===== config.mk =====
export PLATFORM = sky130hd
export DESIGN_NAME = cursor_clip_top
export DESIGN_NICKNAME = d
export VERILOG_FILES = /design/src/rtl/cursor_clip_pkg.sv /design/src/rtl/cursor_clip_axis.sv /design/src/rtl/cursor_clip_dp.sv /design/src/rtl/cursor_clip_ctrl.sv /design/src/rtl/cursor_clip_top.sv
export SDC_FILE = /design/constraint.sdc
export NUM_CORES = 1
export LEC_CHECK = 0
export BUFFER_PORTS_ARGS = -buffer_cell sky130_fd_sc_hd__buf_4
export CORE_MARGIN = 5
export CORE_UTILIZATION = 45
export CTS_BUF_LIST = sky130_fd_sc_hd__clkbuf_8 sky130_fd_sc_hd__clkbuf_16
export CTS_CLUSTER_SIZE = 28
export DETAILED_ROUTE_END_ITERATION = 10
export GPL_TIMING_DRIVEN = 0
export PLACE_DENSITY_LB_ADDON = 0.1
export REMOVE_ABC_BUFFERS = 1
export SLEW_MARGIN = 20
export SYNTH_ARGS = -nofsm -noshare
export SYNTH_HDL_FRONTEND = slang
export SYNTH_SLANG_ARGS = --single-unit

===== constraint.sdc =====
create_clock -name clk -period 5.3 [get_ports clk]
set_clock_uncertainty 0.05 [all_clocks]
set_input_delay 1.06 -clock clk [delete_from_list [all_inputs] [get_ports clk]]
set_output_delay 1.06 -clock clk [all_outputs]
set_load 0.1 [all_outputs]

===== src/rtl/cursor_clip_pkg.sv =====
package cursor_clip_pkg;
  typedef struct packed {
    logic loadShadow;
    logic commit;
  } dpStrobes_t;
endpackage


===== src/rtl/cursor_clip_axis.sv =====
module cursor_clip_axis #(
  parameter int CoordW = 16,
  parameter int SizeW  = 7
) (
  input  logic [CoordW-1:0] pos,
  input  logic [SizeW-1:0]  size,
  input  logic [CoordW-1:0] active,
  input  logic              halve,
  output logic [CoordW-1:0] scr,
  output logic [SizeW-1:0]  vis,
  output logic [CoordW-1:0] off
);
  localparam int EW = CoordW + 2;

  logic signed [EW-1:0] posE, sizeE, actE, visE, scrE, offE;

  always_comb begin
    posE  = $signed({{2{pos[CoordW-1]}}, pos});
    sizeE = $signed({{(EW-SizeW){1'b0}}, size});
    actE  = $signed({2'b00, active});
    if (posE < 0) begin
      offE = -posE;
      visE = sizeE + posE;
      scrE = '0;
    end else if (posE + sizeE > actE) begin
      offE = '0;
      visE = actE - posE;
      scrE = posE;
    end else begin
      offE = '0;
      visE = sizeE;
      scrE = posE;
    end
    if (visE < 0) visE = '0;
    if (halve) begin
      visE = visE >>> 1;
      scrE = scrE >>> 1;
    end
    vis = visE[SizeW-1:0];
    scr = scrE[CoordW-1:0];
    off = offE[CoordW-1:0];
  end
endmodule


===== src/rtl/cursor_clip_dp.sv =====
module cursor_clip_dp
  import cursor_clip_pkg::*;
#(
  parameter int CoordW  = 16,
  parameter int SizeW   = 7,
  parameter int MaxDim  = 64,
  parameter int HalfDim = 32
) (
  input  logic                  clk,
  input  logic                  rstN,
  input  dpStrobes_t            st,
  input  logic [CoordW-1:0]     posX,
  input  logic [CoordW-1:0]     posY,
  input  logic [SizeW-1:0]      sizeW,
  input  logic [SizeW-1:0]      sizeH,
  input  logic [CoordW-1:0]     activeW,
  input  logic [CoordW-1:0]     activeH,
  input  logic                  interlaced,
  input  logic [31:0]           pixelIn,
  output logic [31:0]           pixelOut,
  output logic                  oversize,
  output logic                  visZero,
  output logic                  sizeDiffers,
  output logic [2*CoordW-1:0]   livePos,
  output logic [2*CoordW-1:0]   liveSize,
  output logic [CoordW-1:0]     bitmapOffX,
  output logic [CoordW-1:0]     bitmapOffY
);
  localparam int WordW = 2 * CoordW;

  logic [CoordW-1:0] scrX, scrY, offX, offY;
  logic [SizeW-1:0]  visW, visH;
  logic [WordW-1:0]  newPos, newSize, shadowPos, shadowSize;

  cursor_clip_axis #(.CoordW(CoordW), .SizeW(SizeW)) axisX_i (
    .pos(posX), .size(sizeW), .active(activeW), .halve(1'b0),
    .scr(scrX), .vis(visW), .off(offX));

  cursor_clip_axis #(.CoordW(CoordW), .SizeW(SizeW)) axisY_i (
    .pos(posY), .size(sizeH), .active(activeH), .halve(interlaced),
    .scr(scrY), .vis(visH), .off(offY));

  always_comb begin
    oversize = (sizeW > SizeW'(MaxDim)) || (sizeH > SizeW'(MaxDim)) ||
               ((sizeW > SizeW'(HalfDim)) && (sizeH > SizeW'(HalfDim)));
    visZero     = (visW == '0) || (visH == '0);
    newPos      = {scrY, scrX};
    newSize     = {CoordW'(visH), CoordW'(visW)};
    sizeDiffers = (newSize != shadowSize);
    pixelOut    = {pixelIn[31:24], pixelIn[7:0], pixelIn[15:8], pixelIn[23:16]};
  end

  always_ff @(posedge clk) begin
    if (!rstN) begin
      shadowPos  <= '0;
      shadowSize <= '0;
      bitmapOffX <= '0;
      bitmapOffY <= '0;
      livePos    <= '0;
      liveSize   <= '0;
    end else begin
      if (st.loadShadow) begin
        shadowPos  <= newPos;
        shadowSize <= newSize;
        bitmapOffX <= offX;
        bitmapOffY <= offY;
      end
      if (st.commit) begin
        livePos  <= shadowPos;
        liveSize <= shadowSize;
      end
    end
  end
endmodule


===== src/rtl/cursor_clip_ctrl.sv =====
module cursor_clip_ctrl
  import cursor_clip_pkg::*;
(
  input  logic       clk,
  input  logic       rstN,
  input  logic       cursorReq,
  input  logic       frameDone,
  input  logic       imagePresent,
  input  logic       imageLoaded,
  input  logic       oversize,
  input  logic       visZero,
  input  logic       sizeDiffers,
  output dpStrobes_t st,
  output logic       reqRejected,
  output logic       updatePending,
  output logic       cursorEnable
);
  logic awaitLoad;

  always_comb begin
    st.loadShadow = cursorReq && !oversize && !visZero && imagePresent;
    st.commit     = !cursorReq && frameDone && updatePending && !awaitLoad;
  end

  always_ff @(posedge clk) begin
    if (!rstN) begin
      reqRejected   <= 1'b0;
      updatePending <= 1'b0;
      cursorEnable  <= 1'b0;
      awaitLoad     <= 1'b0;
    end else begin
      if (imageLoaded) awaitLoad <= 1'b0;
      if (cursorReq) begin
        reqRejected <= oversize;
        if (!oversize) begin
          if (visZero || !imagePresent) begin
            cursorEnable  <= 1'b0;
            updatePending <= 1'b0;
            awaitLoad     <= 1'b0;
          end else begin
            updatePending <= 1'b1;
            if (sizeDiffers) begin
              cursorEnable <= 1'b0;
              awaitLoad    <= 1'b1;
            end
          end
        end
      end else if (st.commit) begin
        cursorEnable  <= 1'b1;
        updatePending <= 1'b0;
      end
    end
  end
endmodule


===== src/rtl/cursor_clip_top.sv =====
module cursor_clip_top
  import cursor_clip_pkg::*;
#(
  parameter int CoordW  = 16,
  parameter int SizeW   = 7,
  parameter int MaxDim  = 64,
  parameter int HalfDim = 32
) (
  input  logic                clk,
  input  logic                rstN,
  input  logic                cursorReq,
  input  logic [CoordW-1:0]   posX,
  input  logic [CoordW-1:0]   posY,
  input  logic [SizeW-1:0]    sizeW,
  input  logic [SizeW-1:0]    sizeH,
  input  logic [CoordW-1:0]   activeW,
  input  logic [CoordW-1:0]   activeH,
  input  logic                interlaced,
  input  logic                imagePresent,
  input  logic                imageLoaded,
  input  logic                frameDone,
  input  logic [31:0]         pixelIn,
  output logic [31:0]         pixelOut,
  output logic                reqRejected,
  output logic                updatePending,
  output logic                cursorEnable,
  output logic [2*CoordW-1:0] livePos,
  output logic [2*CoordW-1:0] liveSize,
  output logic [CoordW-1:0]   bitmapOffX,
  output logic [CoordW-1:0]   bitmapOffY
);
  dpStrobes_t st;
  logic oversize, visZero, sizeDiffers;

  cursor_clip_ctrl ctrl_i (
    .clk(clk), .rstN(rstN), .cursorReq(cursorReq), .frameDone(frameDone),
    .imagePresent(imagePresent), .imageLoaded(imageLoaded),
    .oversize(oversize), .visZero(visZero), .sizeDiffers(sizeDiffers),
    .st(st), .reqRejected(reqRejected), .updatePending(updatePending),
    .cursorEnable(cursorEnable));

  cursor_clip_dp #(.CoordW(CoordW), .SizeW(SizeW), .MaxDim(MaxDim), .HalfDim(HalfDim)) dp_i (
    .clk(clk), .rstN(rstN), .st(st), .posX(posX), .posY(posY),
    .sizeW(sizeW), .sizeH(sizeH), .activeW(activeW), .activeH(activeH),
    .interlaced(interlaced), .pixelIn(pixelIn), .pixelOut(pixelOut),
    .oversize(oversize), .visZero(visZero), .sizeDiffers(sizeDiffers),
    .livePos(livePos), .liveSize(liveSize),
    .bitmapOffX(bitmapOffX), .bitmapOffY(bitmapOffY));
endmodule


* After elaboration in Yosys (flattened, before gate mapping)
Index checks and enable logic that the tools add are counted.
Storage, ports and cells: register bits 128, output and inout port bits 131, logic and storage cells 76
Cells by class: $add $sub $neg 6, order comparisons 10, eq/ne operators 3, muxes and demuxes 26, reduce and logical (&&, ||, !) cells 21
Operator list (number):
- two-way mux 18 bit | 4
- two-way mux 16 bit | 4
- < comparator 18 x 1 -> 1 bit (second input constant) | 2
- subtractor 17 x 16 -> 18 bit | 2
- adder 16 x 8 -> 17 bit | 2
- > comparator 17 bit | 2
- < comparator 16 x 1 -> 1 bit (second input constant) | 2
- negator 16 bit | 2
- two-way mux 17 bit | 1
- > comparator 7 x 6 -> 1 bit (second input constant) | 2
- > comparator 7 bit (second input constant) | 2
- zero test 7 bit | 2
- two-way mux 1 bit | 14
- two-way mux 7 bit | 2
- != test 14 bit | 1
- two-way mux 8 bit | 1
- logical AND 1 bit | 7
- zero test 1 bit | 5
- logical OR 1 bit | 4
- != test 3 x 1 -> 1 bit (second input constant) | 1
- AND reduction 3 bit | 1
- != test 2 bit (second input constant) | 1
- AND reduction 2 bit | 1
- nonzero test 2 bit | 1

* Longest topological paths before layout
depth in word-level cells 13, gate-level depth with buffers 25, gate-level depth less buffers 22

* Modules after synthesis
A second synthesis with hierarchy kept.
Second synthesis, totals: cells, all modules 1157, area total of the unflattened synthesis 9925.8 µm²
By module, submodules not included:
- cursor_clip_dp | instances 1, cells an instance 483, area each 5297.6 µm²
- cursor_clip_axis (dp_i.axisX_i) | instances 1, cells an instance 332, area each 2268.4 µm²
- cursor_clip_axis (dp_i.axisY_i) | instances 1, cells an instance 322, area each 2167.1 µm²
- cursor_clip_ctrl | instances 1, cells an instance 20, area each 192.7 µm²

* Worst setup path before layout
No wires, ideal clock.
path kind input-to-reg, from in posX[0], to reg dp_i.shadowSize[3], setup time 0.123 ns, arrival 5.614 ns, data required time 5.127 ns, slack -0.488 ns, stages on the path 22, cells stage by stage ha_1 > inv_1 > fa_1 > nand2b_1 > a211oi_1 > o21ai_0 > nand2b_1 > nand3_1 > nor3_1 > nand3_1 > xnor2_1 > ha_1 > or3_1 > a221oi_1 > nand3_1 > a21o_1 > or4_4 > nand4_1 > o311a_1 > nand3_2 > buf_6 > mux2_1
Between the ends: word-level cells in the longest chain between the ends 11
Ends and longest elaborated chain:
- start, declared | RTL line cursor_clip_top.sv:12 | input logic [CoordW-1:0] posX,
- adder 16 x 8 -> 17 bit | RTL line cursor_clip_axis.sv:23, cursor_clip_axis.sv:25
- > comparator 17 bit | RTL line cursor_clip_axis.sv:25 | end else if (posE + sizeE > actE) begin
- two-way mux 18 bit | RTL line cursor_clip_axis.sv:25
- two-way mux 18 bit * | RTL line cursor_clip_axis.sv:21 | if (posE < 0) begin
- < comparator 18 x 1 -> 1 bit | RTL line cursor_clip_axis.sv:34 | if (visE < 0) visE = '0;
- two-way mux 7 bit * | RTL line cursor_clip_axis.sv:34
- zero test 7 bit | RTL line cursor_clip_dp.sv:46 | visZero = (visW == '0) || (visH == '0);
- logical OR 1 bit | RTL line cursor_clip_dp.sv:46
- zero test 1 bit | RTL line cursor_clip_ctrl.sv:21 | st.loadShadow = cursorReq && !oversize && !visZero && imagePresent;
- logical AND 1 bit (2 in a row) | RTL line cursor_clip_ctrl.sv:21
- end signal, assigned | RTL line cursor_clip_dp.sv:64 | shadowSize <= newSize;
- end, declared | RTL line cursor_clip_dp.sv:33 | logic [WordW-1:0] newPos, newSize, shadowPos, shadowSize;
Mark *: on every way between the ends. The rest lies on a longest branch, timed or not. A chain may end at the register's enable or synchronous reset.

* Worst setup path in the final report
from in sizeW[1], to reg dp_i.bitmapOffY[9]
Between the ends: word-level cells in the longest chain between the ends 11
Ends and longest elaborated chain:
- start, declared | RTL line cursor_clip_top.sv:14 | input logic [SizeW-1:0] sizeW,
- adder 16 x 8 -> 17 bit | RTL line cursor_clip_axis.sv:23, cursor_clip_axis.sv:25
- > comparator 17 bit | RTL line cursor_clip_axis.sv:25
- two-way mux 18 bit | RTL line cursor_clip_axis.sv:25
- two-way mux 18 bit | RTL line cursor_clip_axis.sv:21
- < comparator 18 x 1 -> 1 bit | RTL line cursor_clip_axis.sv:34
- two-way mux 7 bit | RTL line cursor_clip_axis.sv:34
- zero test 7 bit | RTL line cursor_clip_dp.sv:46
- logical OR 1 bit | RTL line cursor_clip_dp.sv:46
- zero test 1 bit | RTL line cursor_clip_ctrl.sv:21
- logical AND 1 bit * (2 in a row) | RTL line cursor_clip_ctrl.sv:21
- end signal, assigned | RTL line cursor_clip_dp.sv:66 | bitmapOffY <= offY;
- end, declared | RTL line cursor_clip_dp.sv:27 | output logic [CoordW-1:0] bitmapOffY
Marked as above.

==> impl_metrics.env <==
export IMPL_port_buffer_count=163
export IMPL_cap_violations=0
export IMPL_synth_main_ff_cell="sky130_fd_sc_hd__dfxtp_1"
export IMPL_detailedPlacementHpwl_um=22000
export IMPL_clock_sinks=124
export IMPL_ctsRootBufferMaster="sky130_fd_sc_hd__clkbuf_16"
export IMPL_route_detailed_vias_per_inst=5.57
export IMPL_grtUsageTotal_pct=24.8
export IMPL_grt_first_pass_wirelength_um=47500
export IMPL_drv_slew=0
export IMPL_failed_checks="negative setup slack"
export IMPL_final_min_period_over_clock_period_pct=107
export IMPL_finish_net_count=1553
export IMPL_tightestPinTransition_ns=1.13
export IMPL_dieWidth_um=153
export IMPL_clock_fmax_ghz=0.176
export IMPL_clock_latency_ns=0.43
export IMPL_fin_crit_ns=5.70
export IMPL_fin_util_pct=59.7
export IMPL_switching_share_pct=33.2
export IMPL_static_leakage_power_uw=0.00560
export IMPL_synth_enable_flop_cells=0
export IMPL_detail_route_drc_violations=0
export IMPL_place_worst_setup_slack_ns=-1.90
export IMPL_yosys_warnings=0
export IMPL_initialDrtViolationCount=473
export IMPL_drt_wl_total_um=30500
export IMPL_yosys_cell_types_count=83
export IMPL_setup_tns_final_ns=-25.99
export IMPL_p_int_uw=1970
export IMPL_maximum_number_of_pins_on_one_net_before_global_route_repair=105
export IMPL_core_area_sq_mm=0.0202
export IMPL_max_clock_path_buffers=2
export IMPL_switching_power_uw=980
export IMPL_critical_path_endpoint_type="flop"
export IMPL_grt_antenna_before_repair=0
export IMPL_multi_input_comb_area_sq_mm=0.00643
export IMPL_synth_top_cells_by_area="sky130_fd_sc_hd__dfxtp_1 (27%), sky130_fd_sc_hd__ha_1 (11%), sky130_fd_sc_hd__nand2_1 (9.4%)"
export IMPL_num_antenna_cells=0
export IMPL_final_setup_worst_slack_ns=-0.396
export IMPL_finalHoldViolations=0
export IMPL_critPathRequiredTime_ns=5.57
export IMPL_synth_area_leader_cell="sky130_fd_sc_hd__dfxtp_1"
export IMPL_critical_path_peak_fanout=17
export IMPL_yosys_register_bits=124
export IMPL_crit_type="in2reg"
export IMPL_area_growth_synth_to_final_pct=30.6
export IMPL_synthCells=1190
export IMPL_post_synth_instance_area_sq_mm=0.00925
export IMPL_combinationalPowerShare_pct=28.6
export IMPL_first_global_vias=8991
export IMPL_syn_area_per_cell_sq_um=7.78
export IMPL_floorplan_rows=52
export IMPL_cts_hold_buffers=0
export IMPL_synthMostInstantiatedCell="sky130_fd_sc_hd__nand2_1"
export IMPL_numCtsBuffers=17
export IMPL_critical_path_arrival_ns=5.96
export IMPL_share_of_flip_flops_with_an_asynchronous_set_or_reset_after_synthesis_pct=0
export IMPL_min_path_type="reg2reg"
export IMPL_fillerInstances=1877
export IMPL_drt_pass1_iter_count=5
export IMPL_synth_seq_area_share_pct=26.8
export IMPL_top_level_port_count=248
export IMPL_route_antenna_remaining_nets=0
export IMPL_vdd_ir_drop_max_mv=0.169
export IMPL_clk_pin_slew_worst_paths_ns=0.06
export IMPL_die_area_sq_mm=0.0235
export IMPL_power_sequential_fraction_pct=31.8
export IMPL_rsz0062_at_grt="yes"
export IMPL_power_per_cell_area_mw_per_mm2=245
export IMPL_grt_residual_overflow=0
export IMPL_htree_levels=4
export IMPL_floorplan_die_height_um=153
export IMPL_seq_area_sq_mm=0.00248
export IMPL_final_layout_size_suffix_gt1_share_pct=25.5
export IMPL_vias=9120
export IMPL_drt_wirelength_per_cell_um=18.6
export IMPL_gpl_final_weighted_congestion=0.919
export IMPL_initial_utilization_pct=45.7
export IMPL_setup_violations=79
export IMPL_crit_path_start_kind="primary input"
export IMPL_synth_commonest_cells="sky130_fd_sc_hd__nand2_1 (231), sky130_fd_sc_hd__dfxtp_1 (124), sky130_fd_sc_hd__inv_1 (84)"
export IMPL_tritoncts_clock_tree="done"
export IMPL_tightest_slew_margin_relative_to_the_limit_pct=24.7
export IMPL_power_share_clock_pct=39.6
export IMPL_yosys_area_top_type_share_pct=26.8
export IMPL_run_status="finished with violations"
## metrics by stage
| stage | area, sq um | hold slack (ns) | instances | power (uW) |
|---|---|---|---|---|
| 6_report | 12100 | 0.397 | 1637 | 2950 |
| 5_1_grt | 12100 | 0.424 | 1637 | 3100 |
| 4_1_cts | 11800 | 0.399 | 1621 | 2910 |
| 3_5_place_dp | 10400 | 0.392 | 1546 | 1650 |
| 3_3_place_gp | 10200 | 0.388 | 1538 | 1640 |
| 2_1_floorplan | 8670 | 0.382 | 1105 | 1420 |
## power by group through the flow
stage               sequential (uW)  combinational [uW]  clock (uW)
floorplan                       971                 452           0
detailed placement              960                 689           0
global placement                960                 683           0
finish                          939                 844        1170
global route                    939                 921        1240
CTS                             939                 787        1190
## routing by layer
| metal | up-vias | track usage [%] | share of wire [%] |
|---|---|---|---|
| met5 | - | 1.45 | 0.10 |
| met4 | 2 | 8.54 | 2.8 |
| met3 | 57 | 5.51 | 6.2 |
| met2 | 318 | 41.3 | 47 |
| met1 | 4292 | 31.5 | 44 |
| li1 | 4451 | - | - |
## flip-flops by register name, indices dropped and copies added, names as in the netlist
register	cells
ctrl_i.awaitLoad	1
ctrl_i.cursorEnable	1
ctrl_i.reqRejected	1
ctrl_i.updatePending	1
dp_i.bitmapOffX	16
dp_i.bitmapOffY	16
dp_i.livePos	30
dp_i.liveSize	14
dp_i.shadowPos	30
dp_i.shadowSize	14
## logic make-up after synthesis
family	count (synthesis)	share of synthesized area, %
compound gates	229	16.6
xor+xnor	45	4.26
fa+ha+maj	82	11.4
buf+inv	188	10.5
flops	124	26.8
mux	68	7.44
other cells	1	0.0405
simple gates	453	22.9
## cell type report
cell class              instances  area share, %
clock buffers                  17           3.52
multi-input cells             899           53.2
clock inverters                15           1.33
flip-flops and latches        124           20.5
well taps                     270           2.80
inverters                      84           2.64
repair buffers                228           16.0
## worst paths after layout
path / start / endpoint / slack (ns) / depth (start not counted)
max: sizeW[1] / dp_i.bitmapOffY[9] / -0.40 / 24
min: dp_i.shadowPos[8] / dp_i.livePos[8] / 0.40 / 2
max reg2reg: dp_i.shadowSize[3] / ctrl_i.awaitLoad / 3.43 / 8
min reg2reg: dp_i.shadowPos[8] / dp_i.livePos[8] / 0.40 / 2
## repair_timing
action	in CTS	in global routing
resized for setup	70	44
gates cloned	3	2
pin swaps	51	33
endpoints found under the hold margin	0	0
endpoints found under the setup margin	79	79
setup buffers	40	18
## cell usage in the layout (no fill, tap or decap), types with 4 or more instances in the layout
| cell type | instances |
|---|---|
| sky130_fd_sc_hd__a211oi_1 | 7 |
| sky130_fd_sc_hd__a21o_1 | 13 |
| sky130_fd_sc_hd__a21oi_1 | 76 |
| sky130_fd_sc_hd__and3_1 | 21 |
| sky130_fd_sc_hd__buf_12 | 11 |
| sky130_fd_sc_hd__buf_4 | 203 |
| sky130_fd_sc_hd__buf_6 | 9 |
| sky130_fd_sc_hd__buf_8 | 4 |
| sky130_fd_sc_hd__clkbuf_16 | 18 |
| sky130_fd_sc_hd__conb_1 | 20 |
| sky130_fd_sc_hd__dfxtp_1 | 124 |
| sky130_fd_sc_hd__ha_1 | 71 |
| sky130_fd_sc_hd__ha_4 | 6 |
| sky130_fd_sc_hd__inv_1 | 82 |
| sky130_fd_sc_hd__inv_6 | 5 |
| sky130_fd_sc_hd__mux2_4 | 4 |
| sky130_fd_sc_hd__mux2i_1 | 60 |
| sky130_fd_sc_hd__nand2_1 | 230 |
| sky130_fd_sc_hd__nand2b_1 | 8 |
| sky130_fd_sc_hd__nand3_1 | 45 |
| sky130_fd_sc_hd__nand4_1 | 23 |
| sky130_fd_sc_hd__nor2_1 | 42 |
| sky130_fd_sc_hd__nor2b_1 | 7 |
| sky130_fd_sc_hd__nor3_1 | 14 |
| sky130_fd_sc_hd__nor4_1 | 8 |
| sky130_fd_sc_hd__o2111ai_1 | 6 |
| sky130_fd_sc_hd__o211ai_1 | 12 |
| sky130_fd_sc_hd__o21a_1 | 5 |
| sky130_fd_sc_hd__o21ai_0 | 35 |
| sky130_fd_sc_hd__or2_2 | 7 |
| sky130_fd_sc_hd__or3_1 | 5 |
| sky130_fd_sc_hd__xnor2_1 | 36 |
| sky130_fd_sc_hd__xor2_1 | 7 |
## critical path, cell delays in order
cell and delay (ns):
sky130_fd_sc_hd__buf_8 0.10, sky130_fd_sc_hd__ha_4 0.22, sky130_fd_sc_hd__a21o_1 0.20, sky130_fd_sc_hd__a21oi_2 0.16, sky130_fd_sc_hd__nor2b_1 0.08, sky130_fd_sc_hd__o311a_1 0.38, sky130_fd_sc_hd__o21a_1 0.21, sky130_fd_sc_hd__nor2_2 0.14
sky130_fd_sc_hd__or3_4 0.19, sky130_fd_sc_hd__nor2_4 0.04, sky130_fd_sc_hd__xnor2_2 0.13, sky130_fd_sc_hd__ha_1 0.33, sky130_fd_sc_hd__and4_4 0.23, sky130_fd_sc_hd__nand4_1 0.19, sky130_fd_sc_hd__a31o_2 0.29, sky130_fd_sc_hd__a31o_4 0.28
sky130_fd_sc_hd__nor3b_2 0.16, sky130_fd_sc_hd__or4_4 0.54, sky130_fd_sc_hd__nand4_1 0.13, sky130_fd_sc_hd__o311a_4 0.22, sky130_fd_sc_hd__nand3_4 0.15, sky130_fd_sc_hd__buf_4 0.20, sky130_fd_sc_hd__buf_12 0.14, sky130_fd_sc_hd__and3_1 0.18
(Power assumes the default switching activity.)
